<file path="config.mk">
export PLATFORM = sky130hd
export DESIGN_NAME = sbus_dma_seq
export DESIGN_NICKNAME = d
export VERILOG_FILES = /design/src/rtl/sbus_seq_pkg.sv /design/src/rtl/sbus_sync2.sv /design/src/rtl/dma_word_ctr.sv /design/src/rtl/sbus_seq_fsm.sv /design/src/rtl/sbus_dma_seq.sv
export SDC_FILE = /design/constraint.sdc
export NUM_CORES = 1
export LEC_CHECK = 0
export BUFFER_PORTS_ARGS = -buffer_cell sky130_fd_sc_hd__buf_2
export CAP_MARGIN = 20
export CELL_PAD_IN_SITES_DETAIL_PLACEMENT = 2
export CELL_PAD_IN_SITES_GLOBAL_PLACEMENT = 2
export CORE_ASPECT_RATIO = 1.2
export CORE_MARGIN = 1.5
export CORE_UTILIZATION = 32
export DETAILED_ROUTE_END_ITERATION = 8
export PLACE_DENSITY_LB_ADDON = 0.3
export RECOVER_POWER = 50
export SKIP_CTS_REPAIR_TIMING = 1
export SYNTH_ARGS = -nofsm -noshare
export SYNTH_HDL_FRONTEND = slang
export SYNTH_SLANG_ARGS = --single-unit
</file>
<file path="constraint.sdc">
create_clock -name clk -period 3.4 [get_ports clk]
set_input_delay 0.68 -clock clk [delete_from_list [all_inputs] [get_ports clk]]
set_output_delay 0.68 -clock clk [all_outputs]
set_load 0.02 [all_outputs]
</file>
<file path="src/rtl/sbus_seq_pkg.sv">
package sbus_seq_pkg;
    typedef enum logic [2:0] {
        ST_IDLE,
        ST_HOLD,
        ST_ARB,
        ST_ADDR,
        ST_DATA,
        ST_REL,
        ST_DONE
    } seq_state_e;
endpackage

</file>
<file path="src/rtl/sbus_sync2.sv">
module sbus_sync2 #(
    parameter logic RST_VAL = 1'b1
) (
    input  logic clk,
    input  logic rst_n,
    input  logic d,
    output logic q
);
    logic meta;

    always_ff @(posedge clk or negedge rst_n) begin
        if (!rst_n) begin
            meta <= RST_VAL;
            q    <= RST_VAL;
        end else begin
            meta <= d;
            q    <= meta;
        end
    end
endmodule

</file>
<file path="src/rtl/dma_word_ctr.sv">
module dma_word_ctr #(
    parameter int ADDR_W     = 24,
    parameter int CNT_W      = 16,
    parameter int WORD_BYTES = 2
) (
    input  logic              clk,
    input  logic              rst_n,
    input  logic              load,
    input  logic [ADDR_W-1:0] ld_addr,
    input  logic [CNT_W-1:0]  ld_len,
    input  logic              ld_wr,
    input  logic              step,
    output logic [ADDR_W-1:0] addr,
    output logic              last,
    output logic              wr
);
    localparam logic [ADDR_W-1:0] ADDR_INC = ADDR_W'(WORD_BYTES);
    localparam logic [CNT_W-1:0]  ONE      = CNT_W'(1);

    logic [CNT_W-1:0] left;

    always_ff @(posedge clk or negedge rst_n) begin
        if (!rst_n) begin
            addr <= '0;
            left <= '0;
            wr   <= 1'b0;
        end else if (load) begin
            addr <= ld_addr;
            left <= ld_len;
            wr   <= ld_wr;
        end else if (step) begin
            addr <= addr + ADDR_INC;
            left <= left - ONE;
        end
    end

    assign last = (left == ONE);


    no_underflow_chk: assert property (@(posedge clk) disable iff (!rst_n)
        step |-> (left != '0));
endmodule

</file>
<file path="src/rtl/sbus_seq_fsm.sv">
module sbus_seq_fsm
    import sbus_seq_pkg::*;
(
    input  logic clk,
    input  logic rst_n,
    input  logic req_ok,
    input  logic cs_n_i,
    input  logic bus_free,
    input  logic grant_i,
    input  logic rel_n_s,
    input  logic last,
    output logic load,
    output logic step,
    output logic own,
    output logic ale,
    output logic done,
    output logic dio_win
);
    seq_state_e st, nxt;

    always_ff @(posedge clk or negedge rst_n) begin
        if (!rst_n) st <= ST_IDLE;
        else        st <= nxt;
    end

    always_comb begin
        nxt  = st;
        load = 1'b0;
        step = 1'b0;
        unique case (st)
            ST_IDLE: if (req_ok) begin
                load = 1'b1;
                nxt  = cs_n_i ? ST_ARB : ST_HOLD;
            end
            ST_HOLD: if (cs_n_i) nxt = ST_ARB;
            ST_ARB:  if (bus_free && grant_i) nxt = ST_ADDR;
            ST_ADDR: nxt = ST_DATA;
            ST_DATA: begin
                step = 1'b1;
                if (last)          nxt = ST_DONE;
                else if (!rel_n_s) nxt = ST_REL;
                else               nxt = ST_ADDR;
            end
            ST_REL:  nxt = ST_ARB;
            ST_DONE: nxt = ST_IDLE;
            default: nxt = ST_IDLE;
        endcase
    end

    always_comb begin
        own     = (st == ST_ADDR) || (st == ST_DATA);
        ale     = (st == ST_ADDR);
        done    = (st == ST_DONE);
        dio_win = (st == ST_IDLE) || (st == ST_HOLD);
    end


    arb_win_chk: assert property (@(posedge clk) disable iff (!rst_n)
        (st == ST_ADDR && $past(st) == ST_ARB) |-> $past(bus_free && grant_i));

    rel_path_chk: assert property (@(posedge clk) disable iff (!rst_n)
        (st == ST_REL) |-> ($past(st) == ST_DATA && !$past(rel_n_s)));
endmodule

</file>
<file path="src/rtl/sbus_dma_seq.sv">
module sbus_dma_seq #(
    parameter int ADDR_W     = 24,
    parameter int CNT_W      = 16,
    parameter int WORD_BYTES = 2
) (
    input  logic              clk,
    input  logic              rst_n,
    input  logic              busy_n_i,
    input  logic              rel_n_i,
    input  logic              cs_n_i,
    input  logic              dio_wr_i,
    input  logic              grant_i,
    input  logic              style_rnw_i,
    input  logic              xfer_req_i,
    input  logic [ADDR_W-1:0] xfer_addr_i,
    input  logic [CNT_W-1:0]  xfer_len_i,
    input  logic              xfer_wr_i,
    output logic [ADDR_W-1:0] addr_o,
    output logic              ale_o,
    output logic              dben_n_o,
    output logic              ddir_o,
    output logic              ctl_o,
    output logic              ctl_oe_o,
    output logic              own_o,
    output logic              done_o
);
    logic bus_free, rel_n_s;
    logic load, step, last, wr, dio_win, dio_act, req_ok;

    sbus_sync2 #(.RST_VAL(1'b0)) u_busy_sync (
        .clk(clk), .rst_n(rst_n), .d(busy_n_i), .q(bus_free));

    sbus_sync2 #(.RST_VAL(1'b1)) u_rel_sync (
        .clk(clk), .rst_n(rst_n), .d(rel_n_i), .q(rel_n_s));

    assign req_ok = xfer_req_i && (xfer_len_i != '0);

    sbus_seq_fsm u_fsm (
        .clk(clk), .rst_n(rst_n), .req_ok(req_ok), .cs_n_i(cs_n_i),
        .bus_free(bus_free), .grant_i(grant_i), .rel_n_s(rel_n_s),
        .last(last), .load(load), .step(step), .own(own_o),
        .ale(ale_o), .done(done_o), .dio_win(dio_win));

    dma_word_ctr #(.ADDR_W(ADDR_W), .CNT_W(CNT_W), .WORD_BYTES(WORD_BYTES)) u_ctr (
        .clk(clk), .rst_n(rst_n), .load(load), .ld_addr(xfer_addr_i),
        .ld_len(xfer_len_i), .ld_wr(xfer_wr_i), .step(step),
        .addr(addr_o), .last(last), .wr(wr));

    always_comb begin
        dio_act  = dio_win && !cs_n_i;
        dben_n_o = !(own_o || dio_act);
        if (own_o)        ddir_o = wr;
        else if (dio_act) ddir_o = !dio_wr_i;
        else              ddir_o = 1'b1;
        ctl_oe_o = own_o;
        ctl_o    = style_rnw_i ? !wr : 1'b0;
    end


    ale_pulse_chk: assert property (@(posedge clk) disable iff (!rst_n)
        ale_o |=> !ale_o);

    ale_buf_chk: assert property (@(posedge clk) disable iff (!rst_n)
        ale_o |=> !dben_n_o);

    dir_rest_chk: assert property (@(posedge clk) disable iff (!rst_n)
        dben_n_o |-> ddir_o);

    done_pulse_chk: assert property (@(posedge clk) disable iff (!rst_n)
        done_o |=> !done_o);
endmodule

</file>
# After elaboration in Yosys (flattened, before gate mapping)
# Index checks and enable logic that the tools add are counted.
# classes
addsub	2
multipliers	0
div_mod_pow	0
magnitude_cmp	0
n_eq_ne	10
n_shift	0
n_mux	17
bitwise_logic	0
n_reduce_logical	14
# op_table
operator	count
$mux W24	2
$mux W16	2
$add A24 B2 Y24 const B	1
$pmux W3 S6	1
$eq A16 B1 Y1 const B	1
$reduce_bool A16 Y1	1
$sub A16 B1 Y16 const B	1
$mux W3	5
$eq A3 B3 Y1 const B	3
$eq A3 B2 Y1 const B	2
$mux W1	6
$logic_not A1 Y1	4
$ne A2 B2 Y1 const B	2
$eq A3 B1 Y1 const B	1
$logic_and A1 B1 Y1	3
$logic_not A3 Y1	1
$logic_or A1 B1 Y1	3
$reduce_and A3 Y1	1
$mux W2	1
$ne A2 B1 Y1 const B	1
$reduce_bool A2 Y1	1
# word_totals
register_bits	48
latch_bits	0
mem_bits_rw	0
rom_bits	0
in_bits	50
output_inout_bits	31
wordCells	51
mem_count	0

# Logic depth before layout (Yosys ltp)
# Gate-level depths: netlist of run 1.
# depth
word_depth	5
ltp_mapped	7
mapped_depth_nobuf	6

# Hierarchy
# Synthesis of run 1 repeated with hierarchy kept, for this count alone.
# hier_totals
hier_cells	302
area_unflattened_um2	2738.9
# by_module_without_submodules
mod	instances	cells_per_inst	area_each_um2	seq_area_each_um2
dma_word_ctr	1	261	2321.0	1026.0
sbus_seq_fsm	1	24	235.2	75.1
sbus_dma_seq	1	13	80.1	0.0
sbus_sync2 at u_rel_sync	1	2	52.6	52.6
sbus_sync2 at u_busy_sync	1	2	50.0	50.0

# Least setup slack after synthesis of run 1
# OpenSTA, ideal clock, no wires.
# synth_path
kind	reg2out
from	reg u_fsm.st[0]
to	out own_o
arrival_time_ns	1.668
t_required_ns	2.720
slack_ns	1.052
stages_incl_launch_ff	7
path_buffers	4
cell_sequence	dfrtp_1 > buf_2 > or3b_2 > buf_2 > clkbuf_1 > nand2_1 > buf_4
# synth_between
elab_chain_len	2
word_cells_on_any_way	3
classes_between	eq/ne (2); reduce/logical (1)
# synth_lines
item	line	text
start, declared	sbus_seq_fsm.sv:19	seq_state_e st, nxt;
start signal, assigned	sbus_seq_fsm.sv:23	else st <= nxt;
$eq A3 B2 Y1 or $eq A3 B3 Y1 (tied branches)	sbus_seq_fsm.sv:51	own = (st == ST_ADDR) || (st == ST_DATA);
$logic_or A1 B1 Y1 (*)	sbus_seq_fsm.sv:51	
end, declared	sbus_dma_seq.sv:24	output logic own_o,
# Every way passes the cells marked *; elsewhere a longest branch is shown, timed or not.

# Worst setup path in the final report of run 1
# layout_path
from	reg u_fsm.st[2]
to	out ctl_oe_o
# layout_between
elab_chain_len	2
word_cells_on_any_way	3
classes_between	eq/ne (2); reduce/logical (1)
# layout_lines
item	line	text
$eq A3 B2 Y1 or $eq A3 B3 Y1 (tied branches)	sbus_seq_fsm.sv:51	
$logic_or A1 B1 Y1 (*)	sbus_seq_fsm.sv:51	
end, declared	sbus_dma_seq.sv:23	output logic ctl_oe_o,
# Marks and branches as above.

==> summary.md, run 1 <==
| Metric | Value |
|---|---|
| Via count of the first global-routing pass | `3236` |
| Most common cell after layout, fill and taps aside | `buf_2` |
| Synthesized Nets | `384` |
| Dpl hpwl | `7150 um` |
| Synthesized area | `0.00278 sq mm` |
| EDFF count, synth | `0` |
| Setup Crit Path Kind | `flop to primary output` |
| WL per Instance | `~18 um` |
| Largest family of logic cells by synthesized area | `simple AND/OR/NAND/NOR gates` |
| Number of nets in the final layout | `approximately 460` |
| Register area share after synthesis | `43.3%` |
| Vias/cell | `5.64` |
| Areal power density over the cells | `between 800 and 900 mW/mm^2` |
| Arrival time of data at the critical path endpoint | `1.94 ns` |
| Clock latency of the later-clocked register in the worst-skew pair | `0.30 ns` |
| Clock root cell | `clkbuf_8` |
| Simple-Gate Fraction of Synth Area | `28.1%` |
| Floorplan die height | `approximately 110 um` |
| Violated checks | `max-capacitance violations, max-slew violations` |
| Die width | `88.1 um` |
| Capturing element type of the critical path | `primary output` |
| Number of I/O port buffers | `80` |
| Worst Max-Slew Pin Slew | `1.64 ns` |
| Post-synth top area cell | `dfrtp_1` |
| End-of-flow core utilization | `39.7%` |
| Sinks on Clock Net | `48` |
| Diodes inserted | `0` |
| Largest vdd supply drop | `approximately 0.32 mV` |
| Final hold violation count | `0` |
| Vias | `between 2000 and 3000` |
| Compound-cell area share of the yosys netlist | `between 20 and 25%` |
| Largest cells by area after synthesis | `dfrtp_1 (41%), nand2_1 (7.6%), nand3_1 (5.0%)` |
| Number of nets still failing antenna checks after routing | `0` |
| Remaining global-route overflow | `0` |
| Worst min path class | `flop to flop` |
| Maximum number of pins on one net before global-route repair | `29` |
| Fmax achieved | `0.382 GHz` |
| Clock tree from TritonCTS | `yes` |
| Max-cap viol count | `1` |
| Average footprint of a synthesized cell | `roughly 8.4 sq um` |
| Number of instances in the synthesized netlist | `around 330` |
| Number of DRC violations after detailed-routing iteration 0 | `approximately 140` |
| Kind of start point of the critical path | `flop` |
| Yosys warning count | `0` |
| Data required time of the worst path | `2.72 ns` |
| Starting utilization of the core area | `around 33%` |
| Number of antenna violations at the first check in global routing | `0` |
| Fraction of final layout cells with drive strength greater than 1 | `22.2%` |
| Slowest CP cell | `or3b_2` |
| Final worst path period need | `2.62 ns` |
| Yosys top cell area share | `41.4%` |
| Seq cells post-synth | `48` |
| Mux cell area share after synthesis | `0%` |
| Parity-gate share of the synthesized area counting xor and xnor cells | `0%` |
| Cell-by-cell listing of the critical path | `or3b_2 -> nand2_1 -> buf_2` |
| Unrepaired setup endpoints after global routing | `no` |
| Number of clock buffers inserted by TritonCTS | `5` |
| Fraction of the cycle the final worst path needs | `77.0%` |
| Detailed-routing iteration count for the pre-antenna-repair pass | `4` |
| Status | `finished with violations` |
| Layout overhead on the synthesized area | `21.8%` |
| Delay of the slowest cell on the worst path | `0.68 ns` |
| Maximum fanout along the worst path | `15` |
| Reported leakage power | `0.00145 uW` |
| Placed insts | `slightly above 500` |
| CTS max path bufs | `2` |
| Final instance count without filler cells | `527` |
| Ys async rst share | `100%` |
| Number of unique standard cell types used by synthesis | `43` |
| Remaining design rule violation count | `0` |
| Worst clock skew on the final layout | `0.00639 ns` |
| Global-route wire length before repair | `16300 um` |
| Post-synthesis adder-cell area fraction | `1.35%` |
| Die area | `~0.0093 sq mm` |
| Total GRT Usage | `22.5%` |
| Power consumption | `just under 3000 uW` |
| Core area | `0.00852 sq mm` |
| Boundary Pins | `81` |
| Total Routed Length | `9590 um` |
| Number of placement rows | `37` |
| Weighted congestion at the end of routability-driven global placement | `0.773` |
| Most frequent cells in the layout | `buf_2 (68), nand2_1 (56), dfrtp_1 (46)` |
| Number of pins exceeding their max-slew limit in the final report | `29` |
| Slew margin rel. | `-9.03%` |
| Setup TNS | `0 ns` |
| Commonest register cell after synthesis | `dfrtp_1` |
| WHS | `0.353 ns` |
| Total number of H-tree levels | `2` |
| Setup violations, final | `0` |
| Clock transition at the register clock pins on the worst setup and hold paths after CTS | `0.09 ns` |
==> cell type report <==
class                           instances  area, sq um
Fill cell                            1048         5130
Multi-Input combinational cell        255         1460
Sequential cell                        48         1200
Timing Repair Buffer                   88          442
Tap cell                              117          146
Clock buffer                            7         86.3
Inverter                               11         41.3
Clock inverter                          1         7.51
==> registers in the layout (all words and copies together), names as in the netlist <==
signal and cells:
u_busy_sync.q 1, u_ctr.wr 1, u_fsm.st 3, u_rel_sync.q 1, u_rel_sync.meta 1, u_ctr.left 16, u_ctr.addr 24, u_busy_sync.meta 1
==> power by group <==
group | internal (uW) | total (uW) | switching [uW]
Combinational | 513 | 1400 | 882
Sequential | 827 | 1200 | 378
Clock | 166 | 367 | 202
Total | 1510 | 2970 | 1460
==> worst max-delay path: cells and delay by family (launching register included) <==
family	cells	cell delay, ns
buf+inv	1	0.17
simple gates	2	0.84
flops	1	0.62
==> per-layer routing <==
layer | global-route usage (%) | share of wire [%] | vias to the layer above
met1 | 28.6 | 43 | 1503
met2 | 38.7 | 52 | 66
met3 | 3.08 | 3.9 | 11
met5 | 0 | 0 | -
li1 | - | - | 1391
met4 | 7.03 | 1.8 | 0
==> path summary, 6_finish.rpt <==
check                      slack (ns)  cells past startpoint            end              from
max                              0.78                      3       ctl_oe_o       u_fsm.st[2]
min                              0.35                      0  u_busy_sync.q  u_busy_sync.meta
max reg2reg                      0.94                      5  u_ctr.left[5]       u_fsm.st[2]
min reg2reg                      0.35                      0  u_busy_sync.q  u_busy_sync.meta
max in group asynchronous        0.82                      2  u_busy_sync.q             rst_n
min in group asynchronous        0.78                      1  u_ctr.left[8]             rst_n
==> cell families (layout without fill, tap and decap cells) <==
logic type,count (synthesis),in the layout
DFF,48,48
adders and majority gates,3,3
buffers and inverters,28,107
and+or+nand+nor,161,161
AOI/OAI and AO/OA,91,91
==> synthesized netlist by cell type, types with 4 or more instances <==
library cell and instances:
a221o_1 4, clkbuf_1 8, a22oi_1 6, nor2_1 27, nand2_1 56, nor4_1 5, dfrtp_1 46, o21ai_0 24
o311ai_0 8, a31oi_1 9, inv_1 11, and3_1 4, nor3_1 11, nand3_1 28, a32oi_1 4, o211ai_1 12
a21oi_1 11, buf_2 7, nand4_1 11
==> stage by stage <==
stage	area, sq um	setup WS, ns
2_1_floorplan	2780	1.05
3_3_place_gp	3310	0.830
3_5_place_dp	3310	0.755
4_1_cts	3400	0.778
5_1_grt	3390	0.360
6_report	3390	0.782
No activity file was read; power rests on OpenSTA's default activity.
==> inputs of run 2 (changes only) <==
CORE_UTILIZATION = 30   (was 32)
clock period = 2.5 ns   (was 3.4 ns; I/O delays follow)
==> summary.md, run 2 (synthesis results as in run 1) <==
| Metric | Value |
|---|---|
| Clock root cell | `clkbuf_8 (unchanged)` |
| Number of antenna violations at the first check in global routing | `0 (unchanged)` |
| Number of pins exceeding their max-slew limit in the final report | `0 (was 29)` |
| Number of I/O port buffers | `80 (unchanged)` |
| Hold endpoint | `u_rel_sync.meta (was u_busy_sync.q)` |
| Number of cells traversed by the worst hold path | `1 (was 0)` |
| Reported leakage power | `0.00152 uW (was 0.00145 uW)` |
| Slack of the worst reg-to-reg path | `0.30 ns (was 0.94 ns)` |
| Clock latency of the later-clocked register in the worst-skew pair | `0.31 ns (was 0.30 ns)` |
| Number of DRC violations after detailed-routing iteration 0 | `78 (was 144)` |
| Remaining global-route overflow | `0 (unchanged)` |
| Total Routed Length | `10000 um (was 9590 um)` |
| Die width | `90.9 um (was 88.1 um)` |
| Capturing element type of the critical path | `primary output (unchanged)` |
| Vias | `2981 (was 2971)` |
| Global-route wire length before repair | `16700 um (was 16300 um)` |
| Via count of the first global-routing pass | `3233 (was 3236)` |
| Top flop regs | `u_ctr.addr: 24 flops, u_ctr.left: 16 flops, u_fsm.st: 3 flops (unchanged)` |
| Clock tree from TritonCTS | `yes (unchanged)` |
| Total number of H-tree levels | `2 (unchanged)` |
| Setup violations, final | `0 (unchanged)` |
| Floorplan die height | `108 um (was 105 um)` |
| Most frequent cells in the layout | `buf_2 (68), nand2_1 (56), dfrtp_1 (46) (unchanged)` |
| Fraction of the cycle the final worst path needs | `between 90% and 100%` |
| Core area | `0.00903 sq mm (was 0.00852 sq mm)` |
| Remaining design rule violation count | `0 (unchanged)` |
| Max-cap viol count | `0 (was 1)` |
| Maximum number of pins on one net before global-route repair | `29 (unchanged)` |
| Diodes inserted | `0 (unchanged)` |
| Final worst path period need | `between 2 and 2.5 ns` |
| Number of cells traversed by the worst register-to-register path | `6 (was 5)` |
| Largest vdd supply drop | `0.443 mV (was 0.323 mV)` |
| Max FFs per register | `24 (unchanged)` |
| Number of nets still failing antenna checks after routing | `0 (unchanged)` |
| Worst clock skew on the final layout | `0.00736 ns (was 0.00639 ns)` |
| Number of nets in the final layout | `471 (was 462)` |
| Worst min path class | `input port to flop (was flop to flop)` |
| Number of clock buffers inserted by TritonCTS | `5 (unchanged)` |
| Number of placement rows | `38 (was 37)` |
| Final hold violation count | `0 (unchanged)` |
| Maximum fanout along the worst path | `15 (unchanged)` |
| Unrepaired setup endpoints after global routing | `no (unchanged)` |
| Status | `complete, no violations (was finished with violations)` |
| WL per Instance | `18.6 um (was 18.2 um)` |
| Largest reg by FF count | `u_ctr.addr (unchanged)` |
| Weighted congestion at the end of routability-driven global placement | `0.836 (was 0.773)` |
| Clock transition at the register clock pins on the worst setup and hold paths after CTS | `0.09 ns (about the same)` |
| Arrival time of data at the critical path endpoint | `1.81 ns (was 1.94 ns)` |
| Layout overhead on the synthesized area | `26.4% (was 21.8%)` |
| Dpl hpwl | `7550 um (was 7150 um)` |
| Setup Crit Path Kind | `flop to primary output (unchanged)` |
| Setup TNS | `0 ns (unchanged)` |
| Starting utilization of the core area | `30.8% (was 32.6%)` |
| Most common cell after layout, fill and taps aside | `buf_2 (unchanged)` |
| Sinks on Clock Net | `48 (unchanged)` |
| Critical R2R Launch | `u_fsm.st[0] (was u_fsm.st[2])` |
| End of the worst register-to-register path | `u_ctr.addr[5] (was u_ctr.left[5])` |
| Vias/cell | `5.53 (was 5.64)` |
| Fmax achieved | `about 0.43 GHz` |
| Fraction of final layout cells with drive strength greater than 1 | `24.6% (was 22.2%)` |
| Total GRT Usage | `21.5% (was 22.5%)` |
| Detailed-routing iteration count for the pre-antenna-repair pass | `4 (unchanged)` |
| Data required time of the worst path | `2.00 ns (was 2.72 ns)` |
| Kind of start point of the critical path | `flop (unchanged)` |
| Power consumption | `4230 uW (was 2970 uW)` |
| Slew margin rel. | `13.5% (was -9.03%)` |
| CTS max path bufs | `2 (unchanged)` |
| HP Start | `rel_n_i (was u_busy_sync.meta)` |
| Worst Max-Slew Pin Slew | `1.30 ns (was 1.64 ns)` |
| Die area | `0.00985 sq mm (was 0.00925 sq mm)` |
| Boundary Pins | `81 (unchanged)` |
| Areal power density over the cells | `1200 mW/mm^2 (was 877 mW/mm^2)` |
## run 2: cell types whose count changed in the layout (fill, tap and decap cells not counted)
cell and delta:
clkbuf_2 +1, nor3b_2 -1, bufinv_16 +1, nor3_1 -1
buf_12 +2, clkbuf_8 -1, nor3_2 +1, clkinv_2 +1
nor3b_4 +1, buf_4 +7, clkbuf_1 -2
## run 2: routing by layer
metal | part of all wire, % | up-vias | track usage, % | wire (um)
li1 | - | 1408 | - | -
met1 | 43 | 1490 | 26.4 | 4300
met2 | 52 | 71 | 39.2 | 5200
met3 | 3.6 | 12 | 2.60 | 356
met4 | 1.5 | 0 | 6.58 | 147
met5 | 0 | - | 0 | 0
## run 2: power breakdown
part	internal, uW	leakage, uW	total [uW]	switching (uW)
registers	1120	0.000591	1620	496
logic	769	0.000876	2010	1240
clock network	297	0.0000541	594	297
total	2190	0.00152	4230	2040
## run 2: worst max-delay path by stage
| stage | start | to | slack [ns] |
|---|---|---|---|
| after floorplan | u_fsm.st[0] | own_o | 0.33 |
| after global placement | xfer_req_i | u_ctr.addr[5] | 0.31 |
| after detailed placement | u_fsm.st[2] | u_ctr.left[5] | 0.13 |
| after CTS | u_fsm.st[2] | u_ctr.left[5] | 0.16 |
| after global routing | u_ctr.left[5] | u_ctr.left[14] | 0.09 |
| final | u_fsm.st[2] | ctl_oe_o | 0.19 |
## run 2: layout make-up
| class | count | area [sq um] |
|---|---|---|
| clock buffer | 5 | 68.8 |
| clock inverter | 3 | 42.5 |
| timing repair buffer | 97 | 536 |
| tap | 120 | 150 |
| fill | 1078 | 5520 |
| inverter | 11 | 41.3 |
| sequential | 48 | 1200 |
| multi-input combinational | 255 | 1470 |
## run 2: critical path, cell delays in order, from the launching register on
cell and delay (ns):
dfrtp_1 0.59, or3b_2 0.60, nand2_1 0.14, buf_2 0.17
## run 2: per-stage QoR
stage | util, % | instances | hold slack, ns | worst slack [ns] | instance area [sq um]
final | 38.9 | 539 | 0.285 | 0.193 | 3510
after global routing | 38.9 | 539 | 0.273 | 0.0863 | 3510
after CTS | 39.1 | 539 | 0.176 | 0.162 | 3530
after detailed placement | 37.9 | 531 | 0.349 | 0.126 | 3420
after global placement | 37.9 | 531 | 0.348 | 0.309 | 3420
after floorplan | - | 331 | 0.204 | 0.332 | 2780
==> inputs of run 3 (changes only) <==
REMOVE_ABC_BUFFERS = 1   (was not set)
==> summary.md, run 3 (synthesis results as in run 1) <==
| Metric | Value |
|---|---|
| Fraction of final layout cells with drive strength greater than 1 | `23.4% (was 24.6%)` |
| Number of antenna violations at the first check in global routing | `0 (unchanged)` |
| Most common cell after layout, fill and taps aside | `buf_2 (unchanged)` |
| Clock transition at the register clock pins on the worst setup and hold paths after CTS | `0.09 ns (about the same)` |
| Cell-by-cell listing of the critical path | `or3b_4 -> buf_4 -> nand2_1 -> buf_2 (was or3b_2 -> nand2_1 -> buf_2)` |
| Die width | `90.9 um (unchanged)` |
| Sequential cell area | `0.00120 sq mm (unchanged)` |
| Number of pins exceeding their max-slew limit in the final report | `0 (unchanged)` |
| Via count of the first global-routing pass | `3193 (was 3233)` |
| Starting utilization of the core area | `30.8% (unchanged)` |
| Global-route wire length before repair | `16200 um (was 16700 um)` |
| Top flop regs | `u_ctr.addr: 24 flops, u_ctr.left: 16 flops, u_fsm.st: 3 flops (unchanged)` |
| Clk pwr share | `11.8% (was 14.0%)` |
| Filler cell count in the final layout | `1115 (was 1078)` |
| Core area | `0.00903 sq mm (unchanged)` |
| Maximum number of pins on one net before global-route repair | `46 (was 29)` |
| Total Routed Length | `9720 um (was 10000 um)` |
| Routing usage on met1 | `25.2% (was 26.4%)` |
| Die area | `0.00985 sq mm (unchanged)` |
| Number of gates on the worst path with buffers counted | `4 (was 3)` |
| Detailed-routing iteration count for the pre-antenna-repair pass | `4 (unchanged)` |
| Met2 track utilization from global routing | `37.1% (was 39.2%)` |
| Remaining global-route overflow | `0 (unchanged)` |
| Capturing element type of the critical path | `primary output (unchanged)` |
| Setup Crit Path Kind | `flop to primary output (unchanged)` |
| Number of placement rows | `38 (unchanged)` |
| Kind of start point of the critical path | `flop (unchanged)` |
| Weighted congestion at the end of routability-driven global placement | `0.846 (was 0.836)` |
| Start point of the critical path | `u_fsm.st[0] (was u_fsm.st[2])` |
| Maximum fanout along the worst path | `13 (was 15)` |
| Diodes inserted | `0 (unchanged)` |
| Vias | `2985 (was 2981)` |
| Number of nets still failing antenna checks after routing | `0 (unchanged)` |
| Layout overhead on the synthesized area | `24.8% (was 26.4%)` |
| Share of total power in sequential cells | `39.2% (was 38.3%)` |
| Final instance count without filler cells | `539 (unchanged)` |
| Most frequent cells in the layout | `buf_2 (68), nand2_1 (56), dfrtp_1 (46) (unchanged)` |
| End-of-flow core utilization | `38.4% (was 38.9%)` |
| Number of clock buffers inserted by TritonCTS | `5 (unchanged)` |
| Worst Max-Slew Pin Slew | `1.15 ns (was 1.30 ns)` |
| Final worst path period need | `2.31 ns (about the same)` |
| Largest vdd supply drop | `0.339 mV (was 0.443 mV)` |
| Total GRT Usage | `20.7% (was 21.5%)` |
| Delay of the slowest cell on the worst path | `0.53 ns (was 0.60 ns)` |
| Status | `complete, no violations (unchanged)` |
| Grt met3 use | `3.38% (was 2.60%)` |
| GR peak layer | `met2 (unchanged)` |
| Comb power frac | `49.0% (was 47.6%)` |
| Clock latency of the later-clocked register in the worst-skew pair | `0.32 ns (was 0.31 ns)` |
| Reported net switching power | `2000 uW (was 2040 uW)` |
| Power consumption | `4090 uW (was 4230 uW)` |
| Worst setup endpoint | `ctl_oe_o (unchanged)` |
| Final hold violation count | `0 (unchanged)` |
| Total number of H-tree levels | `2 (unchanged)` |
| Areal power density over the cells | `1180 mW/mm^2 (was 1200 mW/mm^2)` |
| Boundary Pins | `81 (unchanged)` |
| Number of cells traversed by the worst register-to-register path | `5 (was 6)` |
| Slowest CP cell | `or3b_4 (was or3b_2)` |
| Setup TNS | `0 ns (unchanged)` |
| Setup violations, final | `0 (unchanged)` |
| Worst min path class | `input port to flop (unchanged)` |
| Sinks on Clock Net | `48 (unchanged)` |
| End of the worst register-to-register path | `u_ctr.left[15] (was u_ctr.addr[5])` |
| Number of DRC violations after detailed-routing iteration 0 | `75 (was 78)` |
| Multi-input gate area in the final layout | `0.00146 sq mm (was 0.00147 sq mm)` |
| Fraction of the cycle the final worst path needs | `92.5% (was 92.3%)` |
| Cell-internal power | `2080 uW (was 2190 uW)` |
| Data required time of the worst path | `2.00 ns (about the same)` |
| Clock tree from TritonCTS | `yes (unchanged)` |
| Unrepaired setup endpoints after global routing | `no (unchanged)` |
| Largest reg by FF count | `u_ctr.addr (unchanged)` |
| Floorplan die height | `108 um (unchanged)` |
| Placed insts | `531 (unchanged)` |
| Number of nets in the final layout | `471 (unchanged)` |
| Dpl hpwl | `7330 um (was 7550 um)` |
| Remaining design rule violation count | `0 (unchanged)` |
| Bufs and invs on worst path | `2 (was 1)` |
| Critical R2R Launch | `u_ctr.left[4] (was u_fsm.st[0])` |
| Clock root cell | `clkbuf_8 (unchanged)` |
| Max FFs per register | `24 (unchanged)` |
| Reported leakage power | `0.00150 uW (was 0.00152 uW)` |
| CTS max path bufs | `2 (unchanged)` |
| WL per Instance | `18.0 um (was 18.6 um)` |
| Max-cap viol count | `0 (unchanged)` |
| Worst clock skew on the final layout | `0.0138 ns (was 0.00736 ns)` |
| Vias/cell | `5.54 (was 5.53)` |
| Fmax achieved | `0.432 GHz (was 0.433 GHz)` |
| Slew margin rel. | `23.0% (was 13.5%)` |
| Number of I/O port buffers | `80 (unchanged)` |
| Family with the most delay on the worst path | `simple AND/OR/NAND/NOR gates (unchanged)` |
| Switching share of total power | `49.0% (was 48.2%)` |
| Arrival time of data at the critical path endpoint | `1.81 ns (about the same)` |
| Slack of the worst reg-to-reg path | `0.30 ns (about the same)` |
-- run 3: changes by cell type in the layout (fill, tap and decap cells not counted), sizes merged --
cell | previous run | this run
clkbuf | 18 | 21
bufinv | 1 | 0
buf | 84 | 83
clkinvlp | 1 | 0
-- run 3: layout make-up --
cell class	count	share of cell area [%]
Clock buffer	7	2.20
Clock inverter	1	0.144
Inverter	11	1.19
Multi-Input combinational cell	255	42.1
Sequential cell	48	34.7
Tap cell	120	4.33
Timing Repair Buffer	97	15.3
-- run 3: power groups by stage --
stage / registers (uW) / clock network (uW) / logic, uW
after floorplan: 1720 / 0 / 1040
after global placement: 1590 / 0 / 1970
after detailed placement: 1610 / 0 / 2060
after CTS: 1600 / 498 / 2070
after global routing: 1680 / 512 / 2240
final: 1600 / 481 / 2000
-- run 3: stage by stage --
step	setup WS, ns	hold slack, ns	cell area (sq um)
floorplan	-0.315	0.204	2700
CTS	0.00936	0.122	3490
finish	0.186	0.281	3470
global route	0.107	0.267	3470
global placement	0.391	0.338	3410
detailed placement	0.340	0.344	3410
-- run 3: layer usage --
| layer | vias to the layer above | wire length (um) |
|---|---|---|
| li1 | 1408 | - |
| met1 | 1512 | 4220 |
| met2 | 51 | 5000 |
| met3 | 14 | 304 |
| met4 | 0 | 195 |
| met5 | - | 0 |
-- run 3: how the worst min path moves through the flow --
| stage | start | endpoint | depth (start not counted) |
|---|---|---|---|
| floorplan | rst_n | u_busy_sync.meta | 0 |
| global placement | u_busy_sync.meta | u_busy_sync.q | 0 |
| detailed placement | u_busy_sync.meta | u_busy_sync.q | 0 |
| CTS | rst_n | u_ctr.left[4] | 1 |
| global route | rel_n_i | u_rel_sync.meta | 1 |
| finish | rel_n_i | u_rel_sync.meta | 1 |
-- run 3: worst register-to-register path, stage by stage (launching register included) --
cell and delay [ns]:
dfrtp_1 0.46, or3_1 0.42, nor4b_1 0.69, nand4b_1 0.23, nand3_1 0.14, o211ai_1 0.11
